===== src/rtl/alu8_pkg.sv =====
package alu8_pkg;

    localparam int DW = 8;
    localparam int NW = DW / 2;

    typedef enum logic [4:0] {
        OP_ADD = 5'd0,  OP_ADC = 5'd1,  OP_SUB = 5'd2,  OP_SBC = 5'd3,
        OP_DAA = 5'd4,  OP_AND = 5'd5,  OP_OR  = 5'd6,  OP_XOR = 5'd7,
        OP_CPL = 5'd8,  OP_RL  = 5'd9,  OP_RR  = 5'd10, OP_RLC = 5'd11,
        OP_RRC = 5'd12, OP_INC = 5'd13, OP_DEC = 5'd14, OP_SZ  = 5'd15,
        OP_SNZ = 5'd16, OP_SIZ = 5'd17, OP_SDZ = 5'd18
    } alu_op_e;

    // Which flags an operation owns
    typedef enum logic [1:0] {
        FX_NONE  = 2'd0,
        FX_ALL   = 2'd1,
        FX_CARRY = 2'd2,
        FX_ZERO  = 2'd3
    } flag_fx_e;

    typedef struct packed {
        logic ov;
        logic z;
        logic ac;
        logic c;
    } flags_t;

    typedef struct packed {
        logic [1:0] rsv;
        logic       to;
        logic       pdf;
        flags_t     fl;
    } status_t;

    typedef struct packed {
        logic [DW-1:0] value;
        flags_t        fl;
        flag_fx_e      fx;
        logic          skip;
    } alu_out_t;

    function automatic logic is_arith_op(alu_op_e op);
        case (op)
            OP_ADD, OP_ADC, OP_SUB, OP_SBC, OP_DAA,
            OP_INC, OP_DEC, OP_SIZ, OP_SDZ: return 1'b1;
            default:                        return 1'b0;
        endcase
    endfunction

    function automatic logic is_skip_op(alu_op_e op);
        return (op == OP_SZ) || (op == OP_SNZ) || (op == OP_SIZ) || (op == OP_SDZ);
    endfunction

    // Nibble-split adder: {carry7, carry3, sum}
    function automatic logic [DW+1:0] nib_add(logic [DW-1:0] x, logic [DW-1:0] y, logic ci);
        logic [NW:0] lo;
        logic [NW:0] hi;
        lo = {1'b0, x[NW-1:0]} + {1'b0, y[NW-1:0]} + {{NW{1'b0}}, ci};
        hi = {1'b0, x[DW-1:NW]} + {1'b0, y[DW-1:NW]} + {{NW{1'b0}}, lo[NW]};
        return {hi[NW], lo[NW], hi[NW-1:0], lo[NW-1:0]};
    endfunction

endpackage


===== src/rtl/alu8_arith.sv =====
module alu8_arith
    import alu8_pkg::*;
(
    input  alu_op_e       op,
    input  logic [DW-1:0] a,
    input  logic [DW-1:0] b,
    input  logic          cin,
    input  logic          acin,
    output alu_out_t      res
);
    localparam logic [DW:0] LO_FIX = (DW+1)'(6);
    localparam logic [DW:0] HI_FIX = (DW+1)'(96);
    localparam logic [NW-1:0] NIB_MAX = NW'(9);

    logic          do_sub;
    logic          carry_in;
    logic [DW-1:0] opnd;
    logic [DW+1:0] sum_w;
    logic [DW-1:0] sum;
    logic          lo_fix, hi_fix;
    logic [DW:0]   t9, u9;
    logic [DW-1:0] inc_v, dec_v;

    assign do_sub = (op == OP_SUB) || (op == OP_SBC);
    assign opnd   = do_sub ? ~b : b;

    always_comb begin
        case (op)
            OP_ADC, OP_SBC: carry_in = cin;
            OP_SUB:         carry_in = 1'b1;
            default:        carry_in = 1'b0;
        endcase
    end

    assign sum_w = nib_add(a, opnd, carry_in);
    assign sum   = sum_w[DW-1:0];

    // Decimal adjust, two stages
    assign lo_fix = (a[NW-1:0] > NIB_MAX) || acin;
    assign t9     = {1'b0, a} + (lo_fix ? LO_FIX : '0);
    assign hi_fix = (t9[DW-1:NW] > NIB_MAX) || cin || t9[DW];
    assign u9     = {1'b0, t9[DW-1:0]} + (hi_fix ? HI_FIX : '0);

    assign inc_v = a + DW'(1);
    assign dec_v = a - DW'(1);

    always_comb begin
        res.value = '0;
        res.fl    = '0;
        res.fx    = FX_NONE;
        res.skip  = 1'b0;
        case (op)
            OP_ADD, OP_ADC, OP_SUB, OP_SBC: begin
                res.value = sum;
                res.fl.c  = sum_w[DW+1];
                res.fl.ac = sum_w[DW];
                res.fl.z  = (sum == '0);
                res.fl.ov = (a[DW-1] == opnd[DW-1]) && (sum[DW-1] != a[DW-1]);
                res.fx    = FX_ALL;
            end
            OP_DAA: begin
                res.value = u9[DW-1:0];
                res.fl.c  = cin | t9[DW] | u9[DW];
                res.fx    = FX_CARRY;
            end
            OP_INC: begin
                res.value = inc_v;
                res.fl.z  = (inc_v == '0);
                res.fx    = FX_ZERO;
            end
            OP_DEC: begin
                res.value = dec_v;
                res.fl.z  = (dec_v == '0);
                res.fx    = FX_ZERO;
            end
            OP_SIZ: begin
                res.value = inc_v;
                res.skip  = (inc_v == '0);
            end
            OP_SDZ: begin
                res.value = dec_v;
                res.skip  = (dec_v == '0);
            end
            default: ;
        endcase
    end

endmodule


===== src/rtl/alu8_logic.sv =====
module alu8_logic
    import alu8_pkg::*;
(
    input  alu_op_e       op,
    input  logic [DW-1:0] a,
    input  logic [DW-1:0] b,
    input  logic          cin,
    output alu_out_t      res
);
    logic [DW-1:0] lv;

    always_comb begin
        case (op)
            OP_AND:  lv = a & b;
            OP_OR:   lv = a | b;
            OP_XOR:  lv = a ^ b;
            OP_CPL:  lv = ~a;
            default: lv = a;
        endcase
    end

    always_comb begin
        res.value = '0;
        res.fl    = '0;
        res.fx    = FX_NONE;
        res.skip  = 1'b0;
        case (op)
            OP_AND, OP_OR, OP_XOR, OP_CPL: begin
                res.value = lv;
                res.fl.z  = (lv == '0);
                res.fx    = FX_ZERO;
            end
            OP_RL:  res.value = {a[DW-2:0], a[DW-1]};
            OP_RR:  res.value = {a[0], a[DW-1:1]};
            OP_RLC: begin
                res.value = {a[DW-2:0], cin};
                res.fl.c  = a[DW-1];
                res.fx    = FX_CARRY;
            end
            OP_RRC: begin
                res.value = {cin, a[DW-1:1]};
                res.fl.c  = a[0];
                res.fx    = FX_CARRY;
            end
            OP_SZ: begin
                res.value = a;
                res.skip  = (a == '0);
            end
            OP_SNZ: begin
                res.value = a;
                res.skip  = (a != '0);
            end
            default: ;
        endcase
    end

endmodule


===== src/rtl/alu8_status.sv =====
module alu8_status
    import alu8_pkg::*;
(
    input  logic     clk,
    input  logic     rst,
    input  logic     upd_en,
    input  flag_fx_e fx,
    input  flags_t   fl_new,
    input  logic     wr_en,
    input  flags_t   wr_fl,
    input  logic     por,
    input  logic     halt,
    input  logic     wdt_ovf,
    input  logic     wdt_clr,
    output status_t  st
);
    status_t st_q, st_d;

    always_comb begin
        st_d = st_q;
        if (wr_en) begin
            st_d.fl = wr_fl;
        end else if (upd_en) begin
            case (fx)
                FX_ALL:   st_d.fl   = fl_new;
                FX_CARRY: st_d.fl.c = fl_new.c;
                FX_ZERO:  st_d.fl.z = fl_new.z;
                default:  ;
            endcase
        end
        if (por || wdt_clr) begin
            st_d.to  = 1'b0;
            st_d.pdf = 1'b0;
        end else begin
            if (halt)    st_d.pdf = 1'b1;
            if (wdt_ovf) st_d.to  = 1'b1;
        end
        st_d.rsv = '0;
    end

    always_ff @(posedge clk) begin
        if (rst) st_q <= '0;
        else     st_q <= st_d;
    end

    assign st = st_q;

    assert_reserved_zero_R8: assert property (@(posedge clk) disable iff (rst)
        st_q.rsv == 2'b00);

    assert_idle_hold_R8: assert property (@(posedge clk) disable iff (rst)
        (!upd_en && !wr_en) |=> $stable(st_q.fl));

    assert_write_guard_R9: assert property (@(posedge clk) disable iff (rst)
        (wr_en && !por && !halt && !wdt_ovf && !wdt_clr) |=> ($stable(st_q.to) && $stable(st_q.pdf)));

    assert_por_clear_R10: assert property (@(posedge clk) disable iff (rst)
        por |=> (!st_q.to && !st_q.pdf));

    assert_halt_set_R10: assert property (@(posedge clk) disable iff (rst)
        (halt && !por && !wdt_clr) |=> st_q.pdf);

    assert_logic_keep_R4: assert property (@(posedge clk) disable iff (rst)
        (upd_en && !wr_en && fx == FX_ZERO) |=> ($stable(st_q.fl.c) && $stable(st_q.fl.ac) && $stable(st_q.fl.ov)));

endmodule


===== src/rtl/alu8_core.sv =====
module alu8_core
    import alu8_pkg::*;
(
    input  logic          clk,
    input  logic          rst,
    input  logic [4:0]    op_i,
    input  logic [DW-1:0] a_i,
    input  logic [DW-1:0] b_i,
    input  logic          exec_i,
    input  logic          flag_wr_i,
    input  logic [3:0]    flag_wr_data_i,
    input  logic          por_i,
    input  logic          halt_i,
    input  logic          wdt_ovf_i,
    input  logic          wdt_clr_i,
    output logic [DW-1:0] result_o,
    output logic          skip_o,
    output logic [DW-1:0] status_o
);
    alu_op_e  op;
    alu_out_t arith_res, logic_res, sel_res;
    status_t  st;

    assign op = alu_op_e'(op_i);

    alu8_arith u_arith (
        .op   (op),
        .a    (a_i),
        .b    (b_i),
        .cin  (st.fl.c),
        .acin (st.fl.ac),
        .res  (arith_res)
    );

    alu8_logic u_logic (
        .op   (op),
        .a    (a_i),
        .b    (b_i),
        .cin  (st.fl.c),
        .res  (logic_res)
    );

    assign sel_res = is_arith_op(op) ? arith_res : logic_res;

    alu8_status u_status (
        .clk     (clk),
        .rst     (rst),
        .upd_en  (exec_i),
        .fx      (sel_res.fx),
        .fl_new  (sel_res.fl),
        .wr_en   (flag_wr_i),
        .wr_fl   (flags_t'(flag_wr_data_i)),
        .por     (por_i),
        .halt    (halt_i),
        .wdt_ovf (wdt_ovf_i),
        .wdt_clr (wdt_clr_i),
        .st      (st)
    );

    assign result_o = sel_res.value;
    assign skip_o   = sel_res.skip;
    assign status_o = st;

    assert_skip_only_R7: assert property (@(posedge clk) disable iff (rst)
        !is_skip_op(op) |-> !skip_o);

    assert_inc_wrap_R6: assert property (@(posedge clk) disable iff (rst)
        (op == OP_INC && a_i == '1) |-> (result_o == '0));

endmodule


===== config.mk =====
export PLATFORM = sky130hd
export DESIGN_NAME = alu8_core
export DESIGN_NICKNAME = d
export VERILOG_FILES = /design/src/rtl/alu8_pkg.sv /design/src/rtl/alu8_arith.sv /design/src/rtl/alu8_logic.sv /design/src/rtl/alu8_status.sv /design/src/rtl/alu8_core.sv
export SDC_FILE = /design/constraint.sdc
export NUM_CORES = 1
export LEC_CHECK = 0
export ABC_AREA = 1
export BUFFER_PORTS_ARGS = -buffer_cell sky130_fd_sc_hd__buf_2
export CAP_MARGIN = 20
export CORE_MARGIN = 3
export CORE_UTILIZATION = 47
export DETAILED_ROUTE_END_ITERATION = 16
export PLACE_DENSITY_LB_ADDON = 0.08
export SLEW_MARGIN = 20
export SYNTH_ARGS = -nofsm -noshare
export SYNTH_HDL_FRONTEND = slang
export SYNTH_SLANG_ARGS = --single-unit
export TNS_END_PERCENT = 1

===== constraint.sdc =====
create_clock -name clk -period 5.4 [get_ports clk]
set_clock_uncertainty 0.2 [all_clocks]
set_input_delay 1.08 -clock clk [delete_from_list [all_inputs] [get_ports clk]]
set_output_delay 1.08 -clock clk [all_outputs]
set_load 0.01 [all_outputs]

### Word-level counts from Yosys, hierarchy flattened

Memory sizes are Yosys's and may differ from the RTL's.
Index checks and enable logic that the tools add are counted.

* memories: 1
* memory bits (writable): 0
* latch bits: 0
* bits of input ports: 33
* output and inout port bits: 17
* logic and storage cells: 102
* bits in read-only memories: 32
* flip-flop bits (word level): 6

Memories
* (no name shown): depth 32, width 1, rd ports 1, clocked after Yosys merged registers in 0, wr ports 0, line alu8_pkg.sv:44 `case (op)`

* reductions and logical operators: 31
* bitwise operators: 7
* $mul: 0
* $lt $le $gt $ge: 2
* equal/unequal tests: 23
* div/mod/pow operators: 0
* add/sub/neg operators: 8
* shifts and indexed selects: 0
* multiplexer cells: 24

Operator list (count)
* $pmux 8 s4: 2
* $pmux 8 s6: 1
* $eq 5x4->1 const B: 8
* $logic_not 8->1: 5
* $eq 5x3->1 const B: 4
* $add 8x9->9: 2
* $reduce_or 2->1: 9
* $not 8->8: 2
* $eq 5x5->1 const B: 3
* $mux 15: 1
* $add 4x4->5: 2
* $add 5x1->5: 2
* $eq 5x2->1 const B: 2
* $pmux 1 s2: 5
* $add 8x1->8 const B: 1
* $and 8x8->8: 1
* $gt 4x4->1 const B: 2
* $mux 4: 2
* $mux 8: 1
* $or 8x8->8: 1
* $reduce_bool 2->1: 4
* $reduce_bool 8->1: 1
* $reduce_or 4->1: 2
* $sub 8x1->8 const B: 1
* 17 further kinds: 31

### Longest topological paths before layout

Gate-level depths: netlist of the first run.

* depth in word-level cells: 17
* depth in mapped cells: 23
* mapped depth without buffers: 23

### Hierarchy

Synthesis of the first run repeated with hierarchy kept, for this count alone.

* cell total of the unflattened synthesis: 515
* area total of the unflattened synthesis: 3021.6 µm²

By module, submodules not included
* alu8_arith: cells each 211, instances 1, seq. area each 0.0 µm², area an instance 1337.5 µm²
* alu8_logic: cells each 177, instances 1, seq. area each 0.0 µm², area an instance 938.4 µm²
* alu8_core: cells each 69, instances 1, seq. area each 0.0 µm², area an instance 399.1 µm²
* alu8_status: cells each 58, instances 1, seq. area each 120.1 µm², area an instance 346.6 µm²

### Worst setup path after synthesis of the first run

Ideal clock, no wire load.

* path type: input port to output port
* start: input port a_i[0]
* end: output port result_o[7]
* stages on the path: 22
* slack: -418 ps
* buffers on the path: 1
* arrival time: 4538 ps
* required time: 4120 ps
* cell sequence: clkbuf_2 -> inv_1 -> ha_1 -> inv_1 -> a311oi_1 -> inv_1 -> ha_1 -> nand2_1 -> o21ai_0 -> inv_1 -> nor2_1 -> xor2_1 -> o21bai_1 -> nand2_1 -> ha_1 -> inv_1 -> fa_1 -> or2_0 -> nand3_1 -> o21ai_0 -> o21ai_0 -> o21ai_0

* longest elaborated chain between the ends: 11
* elaborated cells on any way between the ends: 17
* classes of those cells: add/sub (7); order compare (2); mux (5); reduce/logical (3)

RTL lines
* start, declared: line alu8_core.sv:7 `input logic [DW-1:0] a_i,`
* $gt 4x4->1: line alu8_arith.sv:39 `assign lo_fix = (a[NW-1:0] > NIB_MAX) || acin;`
* $logic_or 1x1->1: line alu8_arith.sv:39
* $mux 3: line alu8_arith.sv:40 `assign t9 = {1'b0, a} + (lo_fix ? LO_FIX : '0);`
* $add 8x9->9: line alu8_arith.sv:40
* $gt 4x4->1: line alu8_arith.sv:41 `assign hi_fix = (t9[DW-1:NW] > NIB_MAX) || cin || t9[DW];`
* $logic_or 1x1->1 (2 in series): line alu8_arith.sv:41
* $mux 7: line alu8_arith.sv:42 `assign u9 = {1'b0, t9[DW-1:0]} + (hi_fix ? HI_FIX : '0);`
* $add 8x9->9: line alu8_arith.sv:42
* $pmux 8 s4: line alu8_arith.sv:52 `case (op)`
* $mux 15 *: line alu8_core.sv:43 `assign sel_res = is_arith_op(op) ? arith_res : logic_res;`
* end, declared: line alu8_core.sv:16 `output logic [DW-1:0] result_o,`

Mark *: on every way between the ends. The rest lies on a longest branch, timed or not.

### Worst setup path after layout of the first run

* start: input port op_i[0]
* end: output port result_o[6]

* longest elaborated chain between the ends: 8
* elaborated cells on any way between the ends: 37
* classes of those cells: add/sub (4); eq/ne (18); mux (6); reduce/logical (8); memory (1)

RTL lines
* start, declared: line alu8_core.sv:6 `input logic [4:0] op_i,`
* $eq 5x2->1: line alu8_arith.sv:24, alu8_arith.sv:28, alu8_arith.sv:52
* $logic_or 1x1->1: line alu8_arith.sv:24 `assign do_sub = (op == OP_SUB) || (op == OP_SBC);`
* $mux 8: line alu8_arith.sv:25 `assign opnd = do_sub ? ~b : b;`
* $add 4x4->5: line alu8_pkg.sv:59 `lo = {1'b0, x[NW-1:0]} + {1'b0, y[NW-1:0]} + {{NW{1'b0}}, ci};`
* $add 5x1->5: line alu8_pkg.sv:59
* $add 5x1->5: line alu8_pkg.sv:60 `hi = {1'b0, x[DW-1:NW]} + {1'b0, y[DW-1:NW]} + {{NW{1'b0}}, lo[NW]};`
* $pmux 8 s4: line alu8_arith.sv:52
* $mux 15 *: line alu8_core.sv:43

Marks and branches as above.

==> results of run 1 <==
[metrics by stage]
stage               power [W]  hold slack (ns)
CTS                  0.000397            0.270
finish               0.000416            0.271
global placement     0.000307            0.254
global route         0.000447            0.292
detailed placement   0.000310            0.262
floorplan            0.000208            0.293
[path summary, 6_finish.rpt]
path                                                    end  slack, ns  cells past startpoint
worst min-delay path            u_status.st[2]$_SDFFE_PP0P_       0.27                      2
worst min register to register  u_status.st[2]$_SDFFE_PP0P_       0.27                      2
worst max-delay path                            result_o[6]      -0.04                     19
worst max register to register  u_status.st[2]$_SDFFE_PP0P_       1.71                     20
[cell type report]
type | instances | area (um2)
Fill cell | 515 | 1740
Inverter | 64 | 253
Timing Repair Buffer | 99 | 662
Sequential cell | 6 | 120
Tap cell | 70 | 87.6
Multi-Input combinational cell | 376 | 2360
Clock buffer | 3 | 41.3
[synthesized netlist by cell type (all sizes together), types with 5 or more instances]
cell type	number	area, um2
inv	62	233
buf	11	70.1
xor2	13	114
o21ai	25	133
o2111ai	5	43.8
nand4	9	56.3
nor2	67	267
a21oi	18	97.6
fa	6	120
nand2	130	516
nand3	24	120
nor3	5	25.0
dfxtp	6	120
ha	35	438
o22ai	6	37.5
[cells in the final DEF, fill, tap and decap left out, types with 2 or more instances in the layout]
master,count
nor2_2,5
nor3_1,5
a221oi_2,2
inv_4,2
a21oi_2,3
conb_1,2
a2111oi_0,3
fa_2,6
nand2_1,121
buf_2,43
nand2_2,8
clkbuf_8,3
a22oi_1,3
nand4_1,9
buf_8,3
ha_4,5
nand3_1,24
o22ai_1,5
inv_1,48
dfxtp_1,6
nor2_4,2
clkinv_1,2
xnor2_1,2
o21ai_0,15
nand3b_1,3
o21ai_1,7
a21oi_1,15
nor2_1,60
buf_4,52
ha_1,29
inv_2,11
xor2_1,12
o21ai_2,3
o2111ai_1,5
[critical path, delay by kind of cell]
| family | cells | cell delay (ns) |
|---|---|---|
| buf+inv | 6 | 0.52 |
| simple gates | 1 | 0.04 |
| xor+xnor | 1 | 0.20 |
| compound gates | 6 | 0.91 |
| fa+ha+maj | 5 | 1.40 |
[report_power, final]
part	internal [W]	total, W	switching [W]
Combinational	0.000125	0.000298	0.000174
Sequential	0.0000471	0.0000484	0.00000126
Clock	0.0000481	0.0000694	0.0000213
[per-layer routing]
metal,vias to the layer above,share of wire
met4,0,0.028
li1,1682,-
met3,31,0.090
met2,196,0.47
met1,1512,0.41
met5,-,0
[logic make-up (layout without fill, tap and decap cells)]
group                      count (synthesis)  after routing
other                                      1              2
AOI/OAI and AO/OA                         75             75
DFF                                        6              6
adders and majority gates                 41             41
and+or+nand+nor                          242            242
buffers and inverters                     77            166
xor gates and xnor gates                  16             16
[what timing repair did]
action | 4_1_cts | 5_1_grt
setup endpoints to repair | 3 | 4
setup buffers | 5 | 4
gates resized for setup | 28 | 25
pin swaps | 12 | 25
==> results_dict.tcl, run 1 <==
set metrics [dict create \
    result_of_the_run "finished, violations left" \
    failed_checks "setup timing" \
    final_nets 624 \
    met3_grt_util 0.0499 \
    post-route-util 0.670 \
    initial_utilization 0.504 \
    grt-busiest-layer "met2" \
    yosys.area_share.simple 0.388 \
    per_cell_via_count_in_the_routed_design 5.54 \
    number_of_antenna_violations_at_the_first_check_in_global_routing 0 \
    worst_ir_drop_vdd_uv 113 \
    synth_adder_area_share 0.210 \
    grt.met1_usage 0.400 \
    numPortBuffers 47 \
    detail_route.first_pass.iterations 5 \
    achievable-frequency_ghz 0.184 \
    hold_class "reg -> reg" \
    grt_pass1_vias 3023 \
    antennaDiodeCount 0 \
    max_cap_viol_count 0 \
    core_box_area_um2 5270 \
    critical_path_arrival_ns 4.16 \
    detailedPlace.worstSlack_ns -0.277 \
    seq_area_frac_synth 0.0453 \
    critical-path-top-cell-by-count "fa_2" \
    yosys-mux-area-fraction 0 \
    largest_reg_flops 6 \
    async_flop_share 0 \
    number_of_buffers_created_by_cts 3 \
    synth-compound-area-share 0.182 \
    critPathRequiredTime_ns 4.12 \
    fin_crit_ns 5.44 \
    rsz0062_at_grt "true" \
    worst_path_max_delay_cell "fa_2" \
    cts.hold.buffers_added 0 \
    pwr_density_cell_nw_per_um2 118 \
    synth_top_family_by_area "simple AND/OR/NAND/NOR gates" \
    globalRouteMet2Util 0.487 \
    ys_types 48 \
    postSynth.topFlopCell "dfxtp_1" \
    layout-drive-gt1-share 0.288 \
    critical_path.cell_chain "buf_8 > buf_6 > ha_4 > inv_4 > nor2_4 > o221ai_2 > fa_2 > inv_2 > fa_2 > a21o_1 > a21oi_2 > fa_2 > inv_2 > fa_2 > xnor2_2 > o22ai_2 > a221oi_2 > o21ai_1 > buf_2" \
    cts_max_level 1 \
    grt_first_pass_wirelength_um 14700 \
    grt_usage 0.293 \
    layout_area_overhead_pct 33.0 \
    synthesis.instances 458 \
    worstSetupEndpointType "primary output" \
    detail_route.drc_violations 0 \
    slew_viol_final 0 \
    place_area_um2 3240 \
    clock_path_buffers 2 \
    floorplan.io_pins 50 \
    globalRoute.totalOverflow 0 \
    yosys_register_bits 6 \
    timing_hold_violations_final 0 \
    power.leakage_nw 1.86 \
    fp.dieArea_um2 6580 \
    route.final.wire_length_um 9810 \
    wire_length_per_cell_after_detailed_routing_um 15.9 \
    post-place-cells 606 \
    finalSetupTns_ns -0.0399 \
    gp_routability_congestion 0.991 \
    die_width_um 81.1 \
    syn-cell-area_um2 2650 \
    antenna_left 0 \
    period_utilization 1.01 \
    synth.yosys.warnings 0 \
    row_cnt 26 \
    post_synth.cell_area_avg_um2 5.79 \
    vias 3421 \
    criticalPathCategory "in -> out" \
    clk_pin_slew_worst_paths_ns 0.04 \
    worst_skew_pair.late_latency_ns 0.23 \
    tightest_slew_margin_relative_to_the_limit 0.465 \
    tritoncts_num_sinks 6 \
    die_h_um 81.1 \
    timing.final.setup_violations 1 \
    worst-slew-pin-transition_ns 0.783 \
    cts_tree "done" \
    detailed_place_hpwl_um 7810 \
    grt_start_max_net_pins 15 \
    worst_r2r_startpoint "u_status.st[0]$_SDFFE_PP0P_" \
    setup.worst_path.start_class "primary input" \
    startpoint "op_i[0]" \
    drt_iter0_drc 334 \
    crit_path_max_incr_delay_ns 0.41 \
    finalNonFillerCells 618 \
    hold_path_start "u_status.st[2]$_SDFFE_PP0P_" \
    worst-path-max-fanout 3 \
    synth_enable_flop_cells 0 \
    synthXorXnorAreaFrac 0.0528 \
    clockRootBuffer "clkbuf_8" \
    post-route-cell-area_um2 3530 \
    postLayoutSetupSlackWorst_ns -0.0399 \
]
(Power assumes the default switching activity.)
==> inputs of run 2 (changes only) <==
BUFFER_PORTS_ARGS = -buffer_cell sky130_fd_sc_hd__buf_4   (was -buffer_cell sky130_fd_sc_hd__buf_2)
CTS_CLUSTER_DIAMETER = 50   (was unset)
==> results_dict.tcl, run 2 (synthesis results as in run 1) <==
set metrics [dict create \
    cts_tree "done" \
    layout_area_overhead_pct 44.5 \
    nFillCells 452 \
    fin_crit_ns 5.44 \
    worst_path_max_delay_cell "fa_2" \
    fp.dieArea_um2 6580 \
    numPortBuffers 47 \
    clk_pin_slew_worst_paths_ns 0.04 \
    final_nets 637 \
    grt_usage 0.303 \
    mostFrequentLayoutCell "nand2_1" \
    worstHoldPathCells 2 \
    critPathRequiredTime_ns 4.12 \
    path_buf_inv 7 \
    failed_checks "setup timing" \
    place_area_um2 3370 \
    gp_routability_congestion 1.03 \
    drt_iter0_drc 313 \
    period_utilization 1.01 \
    rsz0062_at_grt "true" \
    post-place-cells 607 \
    detail_route.drc_violations 0 \
    total_number_of_cells_along_the_worst_setup_path 23 \
    worst_skew_pair.late_latency_ns 0.22 \
    globalRoute.totalOverflow 0 \
    hold_class "reg -> reg" \
    die_h_um 81.1 \
    clock_path_buffers 2 \
    worstSetupEndpointType "primary output" \
    wire_length_per_cell_after_detailed_routing_um 16.6 \
    power.leakage_nw 1.97 \
    per_cell_via_count_in_the_routed_design 5.67 \
    tritoncts_num_sinks 6 \
    criticalPathCategory "in -> out" \
    antennaDiodeCount 0 \
    slew_viol_final 0 \
    cts.hold.buffers_added 0 \
    critical_path.cell_chain "buf_8 > inv_8 > ha_4 > inv_2 > a311oi_2 > inv_1 > ha_1 > nand2_1 > o21ai_2 > inv_2 > nor2_4 > xor2_2 > o21bai_4 > nand2_4 > ha_4 > inv_2 > fa_2 > or2_0 > nand3_1 > o21ai_1 > o21ai_1 > o21ai_1 > buf_4" \
    layout-drive-gt1-share 0.326 \
    cell_family_contributing_the_most_delay_on_the_critical_path "adder cells" \
    vias 3576 \
    number_of_antenna_violations_at_the_first_check_in_global_routing 0 \
    row_cnt 26 \
    grt_pass1_vias 3264 \
    hold_slack_ns 0.278 \
    timing.reg2reg.worst_path_depth 31 \
    postLayoutSetupSlackWorst_ns -0.0443 \
    result_of_the_run "finished, violations left" \
    initial_utilization 0.504 \
    worst_ir_drop_vdd_uv 107 \
    tightest_slew_margin_relative_to_the_limit 0.451 \
    cts_max_level 1 \
    grt_first_pass_wirelength_um 15500 \
    crit_path_max_incr_delay_ns 0.33 \
    achievable-frequency_ghz 0.184 \
    critical_path_arrival_ns 4.16 \
    antenna_left 0 \
    most-common-layout-cells "nand2_1, buf_4, nor2_1" \
    worst-path-max-fanout 4 \
    clockRootBuffer "clkbuf_8" \
    detailed_place_hpwl_um 7990 \
    setup.worst_path.start_class "primary input" \
    core_box_area_um2 5270 \
    floorplan.io_pins 50 \
    pwr_density_cell_nw_per_um2 124 \
    number_of_buffers_created_by_cts 3 \
    route.final.wire_length_um 10500 \
    detail_route.first_pass.iterations 6 \
    timing_hold_violations_final 0 \
    largest_reg_flops 6 \
    post-route-cell-area_um2 3830 \
    finalNonFillerCells 631 \
    die_width_um 81.1 \
    worst-slew-pin-transition_ns 0.802 \
    max_cap_viol_count 0 \
    timing.final.setup_violations 3 \
    grt_start_max_net_pins 15 \
]
==> run 2: cell count changes in the layout (fill, tap and decap cells not counted), moves of 2 or more <==
| cell | before | now |
|---|---|---|
| buf_2 | 43 | 0 |
| nand2_1 | 121 | 119 |
| xor2_1 | 12 | 9 |
| buf_8 | 3 | 1 |
| a21oi_2 | 3 | 5 |
| buf_4 | 52 | 99 |
| inv_2 | 11 | 15 |
| inv_1 | 48 | 45 |
| xor2_2 | 1 | 4 |
| buf_6 | 1 | 11 |
| a21oi_1 | 15 | 13 |
| nor2_4 | 2 | 4 |
| nand2_4 | 1 | 3 |
==> run 2: metrics by stage <==
step                      power [W]   util  setup TNS, ns  worst slack (ns)
after global placement     0.000321  0.639         -0.546            -0.215
after global routing       0.000505  0.728         -0.707            -0.226
final                      0.000475  0.728         -0.114           -0.0443
after detailed placement   0.000324  0.639         -0.873            -0.328
after floorplan            0.000208      -              0           0.00706
after CTS                  0.000433  0.693         -0.383            -0.117
==> run 2: final timing paths <==
| check | startpoint | to | slack, ns |
|---|---|---|---|
| max | a_i[1] | result_o[7] | -0.04 |
| min | u_status.st[5]$_SDFFE_PP0P_ | u_status.st[5]$_SDFFE_PP0P_ | 0.28 |
| max reg2reg | u_status.st[1]$_SDFFE_PP0P_ | u_status.st[0]$_SDFFE_PP0P_ | 0.90 |
| min reg2reg | u_status.st[5]$_SDFFE_PP0P_ | u_status.st[5]$_SDFFE_PP0P_ | 0.28 |
==> run 2: repair_timing <==
item,in CTS,in global routing
endpoints found under the hold margin,0,0
pin swaps,16,25
setup buffers,21,3
setup endpoints to repair,3,4
gates resized for setup,31,42
==> run 2: final cells by class <==
| cell class | count | area, um2 | share of cell area |
|---|---|---|---|
| flip-flops and latches | 6 | 120 | 0.0313 |
| clock buffers | 3 | 41.3 | 0.0108 |
| well taps | 70 | 87.6 | 0.0228 |
| inverters | 64 | 250 | 0.0653 |
| repair buffers | 112 | 902 | 0.235 |
| multi-input cells | 376 | 2430 | 0.635 |
==> run 2: per-layer routing <==
| layer | up-vias | global-route usage | routed length (um) |
|---|---|---|---|
| li1 | 1703 | - | - |
| met1 | 1612 | 0.386 | 4050 |
| met2 | 214 | 0.525 | 4970 |
| met3 | 47 | 0.0288 | 1050 |
| met4 | 0 | 0.113 | 404 |
| met5 | - | 0 | 0 |
==> run 2: power by group <==
part | switching [W] | total (W) | internal (W)
Combinational | 0.000192 | 0.000356 | 0.000164
Clock | 0.0000210 | 0.0000690 | 0.0000481
Sequential | 0.00000235 | 0.0000495 | 0.0000471
==> run 2: worst register-to-register path: cells and delay by family, from the launching register on <==
kind	cells	cell delay, ns
xor+xnor	1	0.10
flops	1	0.33
simple gates	6	0.58
buf+inv	16	1.73
fa+ha+maj	2	0.52
compound gates	6	0.90
==> inputs of run 3 (changes only) <==
CTS_CLUSTER_SIZE = 12   (was unset)
RECOVER_POWER = 25   (was unset)
==> results_dict.tcl, run 3 (synthesis results as in run 1) <==
set metrics [dict create \
    result_of_the_run "finished, violations left" \
    failed_checks "setup timing" \
    vias 3585 \
    numPortBuffers 47 \
    per_cell_via_count_in_the_routed_design 5.68 \
    achievable-frequency_ghz 0.184 \
    power_share_of_the_combinational_group 0.750 \
    row_cnt 26 \
    nFillCells 456 \
    detail_route.drc_violations 0 \
    cts_max_level 1 \
    finalNonFillerCells 631 \
    die_width_um 81.1 \
    slew_viol_final 0 \
    drt_iter0_drc 314 \
    largest_reg_flops 6 \
    route.final.wire_length_um 10500 \
    layout-drive-gt1-share 0.321 \
    worstSetupEndpointType "primary output" \
    post-route-util 0.726 \
    antenna_left 0 \
    mostFrequentLayoutCell "nand2_1" \
    clock_path_buffers 2 \
    internal_power_w 0.000259 \
    clk_pin_slew_worst_paths_ns 0.04 \
    detailed_place_hpwl_um 7990 \
    critPathRequiredTime_ns 4.12 \
    timing.final.setup_violations 3 \
    worst-path-max-fanout 4 \
    hold_slack_ns 0.276 \
    seq_power_share 0.104 \
    die_h_um 81.1 \
    worst_skew_pair.late_latency_ns 0.22 \
    max_cap_viol_count 0 \
    switchingPower_w 0.000216 \
    globalRoute.totalOverflow 0 \
    layout_area_overhead_pct 44.1 \
    clockRootBuffer "clkbuf_8" \
    gp_routability_congestion 1.03 \
    tightest_slew_margin_relative_to_the_limit 0.444 \
    core_box_area_um2 5270 \
    critical_path_arrival_ns 4.16 \
    post-place-cells 607 \
    period_utilization 1.01 \
    hold_class "reg -> reg" \
    cts_tree "done" \
    post-layout-total-power_w 0.000474 \
    detail_route.first_pass.iterations 5 \
    sw_frac_of_total 0.455 \
    wire_length_per_cell_after_detailed_routing_um 16.6 \
    cts.hold.buffers_added 0 \
    criticalPathCategory "in -> out" \
    clk_network_pwr_share 0.145 \
    fp.dieArea_um2 6580 \
    worst_ir_drop_vdd_uv 107 \
    fin_crit_ns 5.44 \
    initial_utilization 0.504 \
    number_of_antenna_violations_at_the_first_check_in_global_routing 0 \
    grt_first_pass_wirelength_um 15500 \
    grt_start_max_net_pins 15 \
    postLayoutSetupSlackWorst_ns -0.0446 \
    number_of_buffers_created_by_cts 3 \
    grt_pass1_vias 3264 \
    rsz0062_at_grt "true" \
    power.leakage_nw 1.96 \
    setup.worst_path.start_class "primary input" \
    floorplan.io_pins 50 \
    tritoncts_num_sinks 6 \
    antennaDiodeCount 0 \
    final_nets 637 \
    timing_hold_violations_final 0 \
    worst-slew-pin-transition_ns 0.813 \
    most-common-layout-cells "nand2_1, buf_4, nor2_1" \
    pwr_density_cell_nw_per_um2 124 \
    grt_usage 0.303 \
]
## run 3: worst paths after layout
path         cells after the start                   startpoint  slack [ns]                           to
min                              2  u_status.st[5]$_SDFFE_PP0P_        0.28  u_status.st[5]$_SDFFE_PP0P_
min reg2reg                      2  u_status.st[5]$_SDFFE_PP0P_        0.28  u_status.st[5]$_SDFFE_PP0P_
max                             23                       a_i[1]       -0.04                  result_o[7]
max reg2reg                     31  u_status.st[1]$_SDFFE_PP0P_        0.90  u_status.st[0]$_SDFFE_PP0P_
## run 3: layer usage
layer | global-route usage | vias up | share of wire | wire, um
li1 | - | 1705 | - | -
met4 | 0.113 | 0 | 0.037 | 386
met1 | 0.386 | 1616 | 0.39 | 4070
met3 | 0.0288 | 44 | 0.099 | 1040
met2 | 0.525 | 220 | 0.48 | 5000
met5 | 0 | - | 0 | 0
## run 3: stage by stage
stage	setup TNS (ns)	setup slack, ns	instance area (um2)
final	-0.117	-0.0446	3820
after global routing	-0.707	-0.226	3820
after CTS	-0.383	-0.117	3650
after detailed placement	-0.873	-0.328	3370
after global placement	-0.546	-0.215	3370
after floorplan	0	0.00706	2680
## run 3: layout make-up
type                            count  area (um2)  share of cell area
Multi-Input combinational cell    376        2430               0.636
Clock buffer                        3        41.3              0.0108
Timing Repair Buffer              112         891               0.233
Sequential cell                     6         120              0.0314
Inverter                           64         250              0.0654
Tap cell                           70        87.6              0.0229
## run 3: timing repair
action                     4_1_cts  5_1_grt
resized for setup               31       42
setup endpoints to repair        3        4
pin swaps                       16       25
setup buffers                   21        3
## run 3: critical path, stage by stage
cell and delay (ns):
buf_8 0.11, inv_8 0.06, ha_4 0.14, inv_2 0.03, a311oi_2 0.24, inv_1 0.12, ha_1 0.30, nand2_1 0.06
o21ai_2 0.19, inv_2 0.07, nor2_4 0.11, xor2_2 0.20, o21bai_4 0.09, nand2_4 0.10, ha_4 0.14, inv_2 0.04
fa_2 0.33, or2_0 0.22, nand3_1 0.09, o21ai_1 0.07, o21ai_1 0.11, o21ai_1 0.10, buf_4 0.16
## run 3: power groups by stage
| stage | combinational, W | clock, W | sequential [W] |
|---|---|---|---|
| after floorplan | 0.000158 | 0 | 0.0000502 |
| after global placement | 0.000271 | 0 | 0.0000499 |
| after detailed placement | 0.000274 | 0 | 0.0000500 |
| after CTS | 0.000313 | 0.0000707 | 0.0000493 |
| after global routing | 0.000380 | 0.0000744 | 0.0000497 |
| final | 0.000356 | 0.0000690 | 0.0000494 |
